===== config.mk =====
export PLATFORM = sky130hd
export DESIGN_NAME = evt_irq_unit
export DESIGN_NICKNAME = d
export VERILOG_FILES = /design/src/rtl/evt_pkg.sv /design/src/rtl/evt_prio_enc.sv /design/src/rtl/evt_flag_bank.sv /design/src/rtl/evt_irq_unit.sv
export SDC_FILE = /design/constraint.sdc
export NUM_CORES = 1
export LEC_CHECK = 0
export CORE_MARGIN = 5
export CORE_UTILIZATION = 35
export DETAILED_ROUTE_END_ITERATION = 10
export PLACE_DENSITY = 0.67
export SLEW_MARGIN = 20
export SYNTH_ARGS = -nofsm -noshare
export SYNTH_HDL_FRONTEND = slang
export SYNTH_SLANG_ARGS = --single-unit
export TNS_END_PERCENT = 10

===== constraint.sdc =====
create_clock -name clk -period 2 [get_ports clk]
set_input_delay 0.3 -clock clk [delete_from_list [all_inputs] [get_ports clk]]
set_output_delay 0.3 -clock clk [all_outputs]
set_load 0.01 [all_outputs]

===== src/rtl/evt_pkg.sv =====
package evt_pkg;
  localparam int NUM_EVT   = 7;
  localparam int CODE_W    = 3;
  localparam int IDX_RXRDY = 3;
  localparam int IDX_TXRDY = 4;
  localparam int BIT_RSF   = 11;
  localparam int BIT_BUSY  = 12;

  typedef enum logic [CODE_W-1:0] {
    VEC_NONE  = 3'd0,
    VEC_ARB   = 3'd1,
    VEC_NACK  = 3'd2,
    VEC_ARDY  = 3'd3,
    VEC_RXRDY = 3'd4,
    VEC_TXRDY = 3'd5,
    VEC_STOP  = 3'd6,
    VEC_SLAVE = 3'd7
  } vec_code_e;
endpackage


===== src/rtl/evt_prio_enc.sv =====
module evt_prio_enc #(
  parameter int N  = 7,
  parameter int CW = 3
) (
  input  logic [N-1:0]  pend_i,
  output logic [CW-1:0] code_o
);
  always_comb begin
    code_o = '0;
    for (int i = N - 1; i >= 0; i--) begin
      if (pend_i[i]) code_o = CW'(i + 1);
    end
  end
endmodule


===== src/rtl/evt_flag_bank.sv =====
module evt_flag_bank #(
  parameter int N = 7
) (
  input  logic         clk,
  input  logic         rst,
  input  logic [N-1:0] set_i,
  input  logic [N-1:0] clr_i,
  output logic [N-1:0] q_o,
  output logic [N-1:0] nxt_o
);
  for (genvar g = 0; g < N; g++) begin : g_flag
    assign nxt_o[g] = set_i[g] | (q_o[g] & ~clr_i[g]);
    always_ff @(posedge clk) begin
      if (rst) q_o[g] <= 1'b0;
      else     q_o[g] <= nxt_o[g];
    end
  end
endmodule


===== src/rtl/evt_irq_unit.sv =====
module evt_irq_unit
  import evt_pkg::*;
#(
  parameter int                DATA_W   = 16,
  parameter int                ADDR_W   = 8,
  parameter logic [ADDR_W-1:0] OFS_MASK = 8'h04,
  parameter logic [ADDR_W-1:0] OFS_STAT = 8'h08,
  parameter logic [ADDR_W-1:0] OFS_VEC  = 8'h28
) (
  input  logic               clk,
  input  logic               rst,
  input  logic [NUM_EVT-1:0] evt_i,
  input  logic               rx_data_acc_i,
  input  logic               tx_data_acc_i,
  input  logic               bus_busy_i,
  input  logic               rx_shift_full_i,
  input  logic               wr_en_i,
  input  logic               rd_en_i,
  input  logic [ADDR_W-1:0]  addr_i,
  input  logic [DATA_W-1:0]  wdata_i,
  output logic [DATA_W-1:0]  rdata_o,
  output logic               irq_o
);
  logic [NUM_EVT-1:0] flag_q, flag_nxt, mask_q, mask_nxt, clr;
  logic [CODE_W-1:0]  code;
  logic               busy_q, rsf_q;
  logic               hit_mask, hit_stat, hit_vec, vec_rd;
  logic [DATA_W-1:0]  stat_word;
  logic               unused_hi;

  assign hit_mask  = (addr_i == OFS_MASK);
  assign hit_stat  = (addr_i == OFS_STAT);
  assign hit_vec   = (addr_i == OFS_VEC);
  assign vec_rd    = rd_en_i & hit_vec;
  assign unused_hi = ^wdata_i[DATA_W-1:NUM_EVT];

  evt_prio_enc #(.N(NUM_EVT), .CW(CODE_W)) u_enc (
    .pend_i (flag_q & mask_q),
    .code_o (code)
  );

  for (genvar g = 0; g < NUM_EVT; g++) begin : g_clr
    logic ack_ok, data_acc;
    if (g == IDX_RXRDY) begin : g_rx
      assign ack_ok   = 1'b0;
      assign data_acc = rx_data_acc_i;
    end else if (g == IDX_TXRDY) begin : g_tx
      assign ack_ok   = 1'b0;
      assign data_acc = tx_data_acc_i;
    end else begin : g_oth
      assign ack_ok   = 1'b1;
      assign data_acc = 1'b0;
    end
    assign clr[g] = (wr_en_i & hit_stat & wdata_i[g])
                  | (vec_rd & ack_ok & (code == CODE_W'(g + 1)))
                  | data_acc;
  end

  evt_flag_bank #(.N(NUM_EVT)) u_flags (
    .clk   (clk),
    .rst   (rst),
    .set_i (evt_i),
    .clr_i (clr),
    .q_o   (flag_q),
    .nxt_o (flag_nxt)
  );

  assign mask_nxt = (wr_en_i & hit_mask) ? wdata_i[NUM_EVT-1:0] : mask_q;

  always_comb begin
    stat_word                    = '0;
    stat_word[NUM_EVT-1:0]       = flag_q;
    stat_word[BIT_RSF]           = rsf_q;
    stat_word[BIT_BUSY]          = busy_q;
  end

  always_ff @(posedge clk) begin
    if (rst) begin
      mask_q  <= '0;
      irq_o   <= 1'b0;
      busy_q  <= 1'b0;
      rsf_q   <= 1'b0;
      rdata_o <= '0;
    end else begin
      mask_q <= mask_nxt;
      irq_o  <= |(flag_nxt & mask_nxt);
      busy_q <= bus_busy_i;
      rsf_q  <= rx_shift_full_i;
      if (rd_en_i) begin
        if (hit_mask)      rdata_o <= DATA_W'(mask_q);
        else if (hit_stat) rdata_o <= stat_word;
        else if (hit_vec)  rdata_o <= DATA_W'(code);
        else               rdata_o <= '0;
      end
    end
  end
endmodule


## Word level (Yosys, flattened, before mapping)

Cells that the tools add are included.

| storage, ports and cells | value |
|---|---|
| register bits after elaboration | 33 |
| bits of input ports | 39 |
| output and inout port bits | 17 |
| logic and storage cells | 77 |

| operators by class | value |
|---|---|
| equal/unequal tests | 8 |
| mux-type cells | 11 |
| bitwise logic cells | 45 |
| reductions and logical operators | 1 |

Operator list:

| operator | count |
|---|---|
| $mux W16 | 2 |
| $mux W3 | 8 |
| $and A1 B1 Y1 | 22 |
| $and A7 B7 Y7 | 2 |
| $or A1 B1 Y1 | 14 |
| $eq A8 B3 Y1 const B | 1 |
| $eq A8 B4 Y1 const B | 1 |
| $eq A8 B6 Y1 const B | 1 |
| $mux W7 | 1 |
| $not A1 Y1 | 7 |
| $reduce_or A7 Y1 | 1 |
| $eq A3 B2 Y1 const B | 2 |
| $eq A3 B3 Y1 const B | 2 |
| $eq A3 B1 Y1 const B | 1 |

## Logic depth before layout (Yosys ltp)

Gate-level depths: netlist of the first run.

| depth | value |
|---|---|
| depth in word-level cells | 16 |
| mapped depth | 7 |
| gate-level depth less buffers | 6 |

## Modules after synthesis

Synthesis of the first run repeated with hierarchy kept, for this count alone.

| unflattened totals | value |
|---|---|
| cells, all modules | 164 |
| area, all modules | 1465.2 um^2 |

By module, submodules not included:

| module | instances | cells each | area each (um^2) | sequential area each (um^2) |
|---|---|---|---|---|
| evt_irq_unit | 1 | 118 | 1079.8 | 380.4 |
| evt_flag_bank | 1 | 35 | 324.1 | 140.1 |
| evt_prio_enc | 1 | 11 | 61.3 | 0.0 |

## Worst setup path before layout of the first run

No wires, ideal clock.

| timing | value |
|---|---|
| path type | input port to flip-flop |
| start point | input addr_i[2] |
| end point | register irq_o |
| library setup time | 0.138 ns |
| arrival | 1.672 ns |
| data required time | 1.862 ns |
| path slack | 0.190 ns |
| stages | 6 |
| path buffers | 0 |
| path through | nor4b_4 > and4_1 > and3_1 > or3b_1 > a2bb2oi_2 > a41oi_1 |

| on the way | value |
|---|---|
| cells in the longest elaborated chain, start to end | 9 |
| elaborated cells between the ends (all ways) | 49 |
| classes of those cells | eq/ne (3); mux (1); bitwise (44); reduce/logical (1) |

Ends and longest elaborated chain:

| what | line | RTL |
|---|---|---|
| from (decl) | evt_irq_unit.sv:19 | `input logic [ADDR_W-1:0] addr_i,` |
| $eq A8 B4 Y1 / $eq A8 B6 Y1 (equally long branches) | evt_irq_unit.sv:32, evt_irq_unit.sv:33 |  |
| $and A1 B1 Y1 (on tied branches) | evt_irq_unit.sv:54, evt_irq_unit.sv:34 |  |
| $and A1 B1 Y1 (on tied branches) | evt_irq_unit.sv:54, evt_irq_unit.sv:55 |  |
| $or A1 B1 Y1 (on tied branches) | evt_irq_unit.sv:55, evt_irq_unit.sv:56 |  |
| $not A1 Y1 | evt_flag_bank.sv:12 | `assign nxt_o[g] = set_i[g] \| (q_o[g] & ~clr_i[g]);` |
| $and A1 B1 Y1 | evt_flag_bank.sv:12 |  |
| $or A1 B1 Y1 | evt_flag_bank.sv:12 |  |
| $and A7 B7 Y7 (*) | evt_irq_unit.sv:86 | `irq_o <= \|(flag_nxt & mask_nxt);` |
| $reduce_or A7 Y1 (*) | evt_irq_unit.sv:86 |  |
| to (signal assigned) | evt_irq_unit.sv:86 |  |
| to (decl) | evt_irq_unit.sv:22 | `output logic irq_o` |

Mark *: on every way between the ends. The rest lies on a longest branch, timed or not.
A chain may end at the register's enable or synchronous reset.

## Worst setup path in the final report of the first run

| timing | value |
|---|---|
| start point | input addr_i[6] |
| end point | register irq_o |

Same word-level chain as after synthesis.

==> results.yml, run 1 <==
die:
  die_y_um: 72.3
  io_pins: 56
  die_w_um: 72.3
  dieArea_um2: 5230
  coreArea_um2: 3720
  row_count: 22
  start_util_pct: 36.6
critical_path:
  r2r_cells: 6
  crit_end: "irq_o"
  r2r_start: "u_flags.q_o[0]"
  worstSetupEndpointType: "flip-flop"
  critPathRequiredTime_ps: 2140
  critPathMaxFanout: 3
  critPathLaunch: "addr_i[6]"
  crit_type: "input port to flip-flop"
  critPathLaunchType: "input port"
  r2r_end: "irq_o"
  worstPathArrival_ps: 2060
  r2r_setup_slack_ps: 250
timing:
  finalCriticalPeriod_ps: 1920
  hold_viol: 0
  tns_ps: 0
  tightestPinTransition_ps: 510
  fin_crit_sh_pct: 95.9
  maxSlewViolCount: 0
  setup_viol: 0
  slew_headroom_pct: 65.9
  fmax_mhz: 521
  skew_ps: 1.52
detailed_routing:
  drt_wl_total_mm: 3.65
  routed-wl-met3_um: 200
  wl_per_cell_um: 14.0
  vias_per_cell: 5.22
  top_layer: "met4"
  wl_met2_mm: 1.83
  final_antenna_net_count: 0
  dr.pass1.iters: 4
  vias: 1356
  drtIter0Drc: 64
  drc: 0
  m1WireLength_mm: 1.61
global_routing:
  grt_antenna_before_repair: 0
  grt_overflow: 0
  grt_max_degree: 27
  track_usage_pct: 13.8
  grt_first_pass_wirelength_mm: 5.84
  grt_pass1_vias: 1310
yosys:
  synth_top_cell_by_area: "dfxtp_1"
  postSynth.asyncResetShare_pct: 0
  ys.flop_type: "dfxtp_1"
  ys_ff_latch: 26
  synth_edf_count: 0
  synth_seq_area_share_pct: 38.3
  syn_area_um2: 1360
  yosysWarnings: 0
  syn_inst: 156
  syn_avg_cell_area_um2: 8.71
  synth_area_leaders: "dfxtp_1, nor2_1, a22oi_1"
  ys_types: 37
  synth_top_area_share_pct: 38.3
layout:
  drive_gt1_share_pct: 20.3
  fin_nets: 252
  antenna_cells: 0
  area_growth_pct: 51.1
power:
  vdd_ir_drop_max_uv: 364
  power.total_uw: 1040
  power_density_nw_per_um2: 505
  p_leak_uw: 0.000818
run_status:
  status: "finished, final reports clean"
clock_network:
  path_clk_slew_ps: 80
  htreeDepth: 1
  clockBufferDepth: 2
  root_buffer: "clkbuf_8"
  clk_latency_ps: 260
  cts_tree: "yes"
  cts_buffers: 3
  hold_buffers: 0
  cts_sinks: 26
placed_design:
  place_hpwl_mm: 2.84
  numPortBuffers: 39
  gp_congestion: 0.821
flow_run:
  drv_cap: 0
min_path:
  hold_class: "flip-flop to flip-flop"
  worst_hold_path.num_cells: 2
-- per-stage QoR --
step / instances / utilization (%) / hold slack, ps / cell area, um^2 / setup slack (ps)
global placement: 254 / 51.0 / 454 / 1900 / -287
floorplan: 162 / - / 417 / 1380 / 190
CTS: 259 / 52.9 / 479 / 1970 / 3.91
finish: 260 / 55.3 / 475 / 2050 / 81.6
detailed placement: 254 / 51.0 / 465 / 1900 / -320
global route: 260 / 55.3 / 500 / 2050 / -2.95
-- cell type report --
cell class | count | area (um^2)
fill | 351 | 1660
multi-input combinational | 118 | 822
timing repair buffer | 61 | 584
sequential | 26 | 520
tap | 48 | 60.1
clock buffer | 4 | 55.1
inverter | 3 | 11.3
-- sequential cells by signal, indices dropped and copies added, names as in the netlist --
| name | flops |
|---|---|
| rsf_q | 1 |
| mask_q | 7 |
| rdata_o | 9 |
| u_flags.q_o | 7 |
| irq_o | 1 |
| busy_q | 1 |
-- logic make-up (layout without fill, tap and decap cells) --
| kind of cell | count (synthesis) | after routing | synth area share [%] |
|---|---|---|---|
| DFF | 26 | 26 | 38.3 |
| other | 1 | 7 | 0.276 |
| AOI/OAI and AO/OA | 44 | 44 | 23.7 |
| buffers and inverters | 18 | 68 | 7.18 |
| muxes | 7 | 7 | 5.16 |
| and+or+nand+nor | 60 | 60 | 25.4 |
-- synthesized netlist by cell type, types with 4 or more instances --
| library cell | n |
|---|---|
| nor2b_1 | 5 |
| nand2_1 | 6 |
| a31oi_1 | 4 |
| a211oi_1 | 4 |
| a21oi_1 | 8 |
| buf_4 | 8 |
| dfxtp_1 | 26 |
| nor2_1 | 26 |
| clkbuf_1 | 6 |
| mux2i_1 | 7 |
| nand4_1 | 7 |
| a22oi_1 | 10 |
-- power by group --
group          leakage, uW  internal [uW]  switching [uW]  total [uW]
combinational     0.000576           91.6            69.2         161
clock            0.0000288            175             147         323
sequential        0.000213            536            17.9         554
-- routing by layer --
layer | GRT usage (%) | vias up
li1 | - | 680
met1 | 17.5 | 633
met2 | 24.1 | 41
met3 | 3.32 | 2
met4 | 2.09 | 0
met5 | 0 | -
-- critical path, stage by stage --
cell	delay (ps)
clkdlybuf4s50_1	460
nor3_1	220
and4_1	280
and3_4	210
or3b_1	360
a2bb2oi_2	120
a41oi_1	110
-- cells in the final DEF (no fill, tap or decap), drive strengths merged --
cell type	instances
clkdlybuf4s50	32
nor2	26
dfxtp	26
buf	22
a22oi	10
nand4	8
a21oi	8
conb	7
dlymetal6s2s	7
mux2i	7
nand2	6
nor2b	5
a211oi	4
clkbuf	4
a31oi	4
a311oi	3
a32oi	3
inv	3
and3	3
a22o	2
o211ai	2
a21boi	2
nand2b	2
nand3	2
a41oi	2
nor4	1
nor4b	1
and2	1
nor3	1
o21ai	1
and4	1
o22ai	1
or3b	1
a2bb2oi	1
or2	1
o31ai	1
or2b	1
-- what timing repair did --
action	CTS	global route
setup buffers	1	1
endpoints found under the hold margin	0	0
resized for setup	2	21
pin swaps	4	6
endpoints found under the setup margin	1	8
-- worst min-delay path by stage --
stage	from	endpoint	slack, ps
after global routing	rsf_q	rdata_o[11]	500
after global placement	rdata_o[12]	rdata_o[12]	450
final	rdata_o[11]	rdata_o[11]	470
after floorplan	evt_i[5]	u_flags.q_o[5]	420
after detailed placement	rdata_o[11]	rdata_o[11]	460
after CTS	rdata_o[11]	rdata_o[11]	480
Note: power is estimated with default switching activity, not from simulation.
==> run 2: changes to the inputs <==
Settings changed: SETUP_SLACK_MARGIN set to 0.4.
==> run 2 against run 1 <==
Power increased by 9.5%; register-to-register slack improved by 80 ps; clock power increased by 30%; highest routed layer unchanged; combinational power about the same; via count increased by 3.6%; sequential power about the same; final area increased by 4.8%; largest cell class unchanged; critical path type unchanged; sequential share of layout area decreased by 0.28 points; worst setup slack improved by 240 ps; worst hold slack got worse by 5.2 ps; non-clock buffer count increased by 10.
==> results.yml, run 2 (same netlist as run 1, synthesis figures left out) <==
run_status:
  status: "finished, final reports clean"
placed_design:
  dp.cells: 256
  place_hpwl_mm: 2.82
  dp_slack_ps: -334
  numPortBuffers: 39
  gp_congestion: 0.851
critical_path:
  critPathLaunchType: "input port"
  crit_type: "input port to flip-flop"
  worstSetupEndpointType: "flip-flop"
  critPathRequiredTime_ps: 2140
  critPathMaxFanout: 5
  worstPathArrival_ps: 1820
detailed_routing:
  final_antenna_net_count: 0
  drc: 0
  wl_per_cell_um: 14.4
  vias: 1405
  dr.pass1.iters: 4
  drt_wl_total_mm: 3.90
  vias_per_cell: 5.20
  drtIter0Drc: 87
layout:
  layout.cells.non_filler: 270
  drive_gt1_share_pct: 33.8
  top_regs: "rdata_o (9), mask_q (7), u_flags.q_o (7)"
  area_growth_pct: 58.3
  final_cell_mix: "clkdlybuf4s50_1, buf_4, nor2_1, dfxtp_1, dfxtp_2"
  final_common_cell: "clkdlybuf4s50_1"
  largest_reg_flops: 9
  largest-register: "rdata_o"
  antenna_cells: 0
  fin_nets: 262
timing:
  worst_slack_ps: 326
  setup_viol: 0
  skew_ps: 2.36
  rsz0062_at_grt: "true"
  maxSlewViolCount: 0
  finalCriticalPeriod_ps: 1670
  hold_viol: 0
  fin_crit_sh_pct: 83.7
  fmax_mhz: 598
  hold_ws_ps: 470
die:
  coreArea_um2: 3720
  die_y_um: 72.3
  io_pins: 56
  dieArea_um2: 5230
  die_w_um: 72.3
  row_count: 22
  start_util_pct: 36.6
global_routing:
  track_usage_pct: 14.7
  grt_first_pass_wirelength_mm: 6.22
  grt_pass1_vias: 1366
  grt_antenna_before_repair: 0
  grt_max_degree: 27
  grt_overflow: 0
power:
  power_density_nw_per_um2: 528
  p_leak_uw: 0.000838
  power.total_uw: 1140
  vdd_ir_drop_max_uv: 398
clock_network:
  cts_tree: "yes"
  cts_sinks: 26
  clk_latency_ps: 260
  path_clk_slew_ps: 80
  root_buffer: "clkbuf_8"
  clockBufferDepth: 2
  hold_buffers: 0
  cts_buffers: 3
  htreeDepth: 1
flow_run:
  drv_cap: 0
min_path:
  hold_class: "flip-flop to flip-flop"
## run 2: cell types whose count changed in the layout (fill, tap and decap cells not counted), moves of 6 or more
cell / previous run / this run
dlymetal6s2s_1: 7 / 0
buf_2: 0 / 6
dfxtp_1: 26 / 15
buf_4: 19 / 29
dfxtp_2: 0 / 9
## run 2: where the power goes
group	switching (uW)	internal [uW]	leakage, uW
registers	17.3	536	0.000218
clock network	154	267	0.0000357
logic	73.1	88.7	0.000585
total	244	892	0.000838
## run 2: final timing paths
| check | startpoint | end | slack (ps) | cells after the start |
|---|---|---|---|---|
| max | addr_i[7] | irq_o | 330 | 8 |
| min | busy_q | rdata_o[12] | 470 | 2 |
| max reg2reg | mask_q[0] | irq_o | 330 | 6 |
| min reg2reg | busy_q | rdata_o[12] | 470 | 2 |
## run 2: area by class of cell
| class | instances | area [um^2] |
|---|---|---|
| fillers | 339 | 1570 |
| multi-input cells | 118 | 858 |
| repair buffers | 71 | 611 |
| flip-flops and latches | 26 | 539 |
| well taps | 48 | 60.1 |
| clock buffers | 3 | 41.3 |
| clock inverters | 1 | 30.0 |
| inverters | 3 | 11.3 |
## run 2: metal layers
metal / wire, um / GRT usage [%] / share of wire, % / up-vias
met5: 0 / 0 / 0 / -
met4: 14 / 2.09 / 0.36 / 0
met3: 216 / 3.05 / 5.5 / 2
met2: 2030 / 25.9 / 52 / 34
met1: 1640 / 18.8 / 42 / 672
li1: - / - / - / 697
## run 2: timing repair
item	CTS	global route
endpoints found under the setup margin	23	11
hold endpoints to repair	0	0
pin swaps	12	11
setup buffers	9	1
cloned	0	0
resized for setup	48	19
## run 2: critical path: stages
cell	delay [ps]
buf_2	120
nor4_4	390
buf_4	200
nand4_1	90
a31oi_1	290
o22ai_2	150
a21oi_2	170
a41oi_2	100
## run 2: metrics by stage
stage          util (%)  setup TNS [ps]  area [um^2]
2_1_floorplan         -               0         1380
3_3_place_gp       51.4           -2070         1910
3_5_place_dp       51.4           -2280         1910
4_1_cts            56.1               0         2080
5_1_grt            57.9               0         2150
6_report           57.9               0         2150
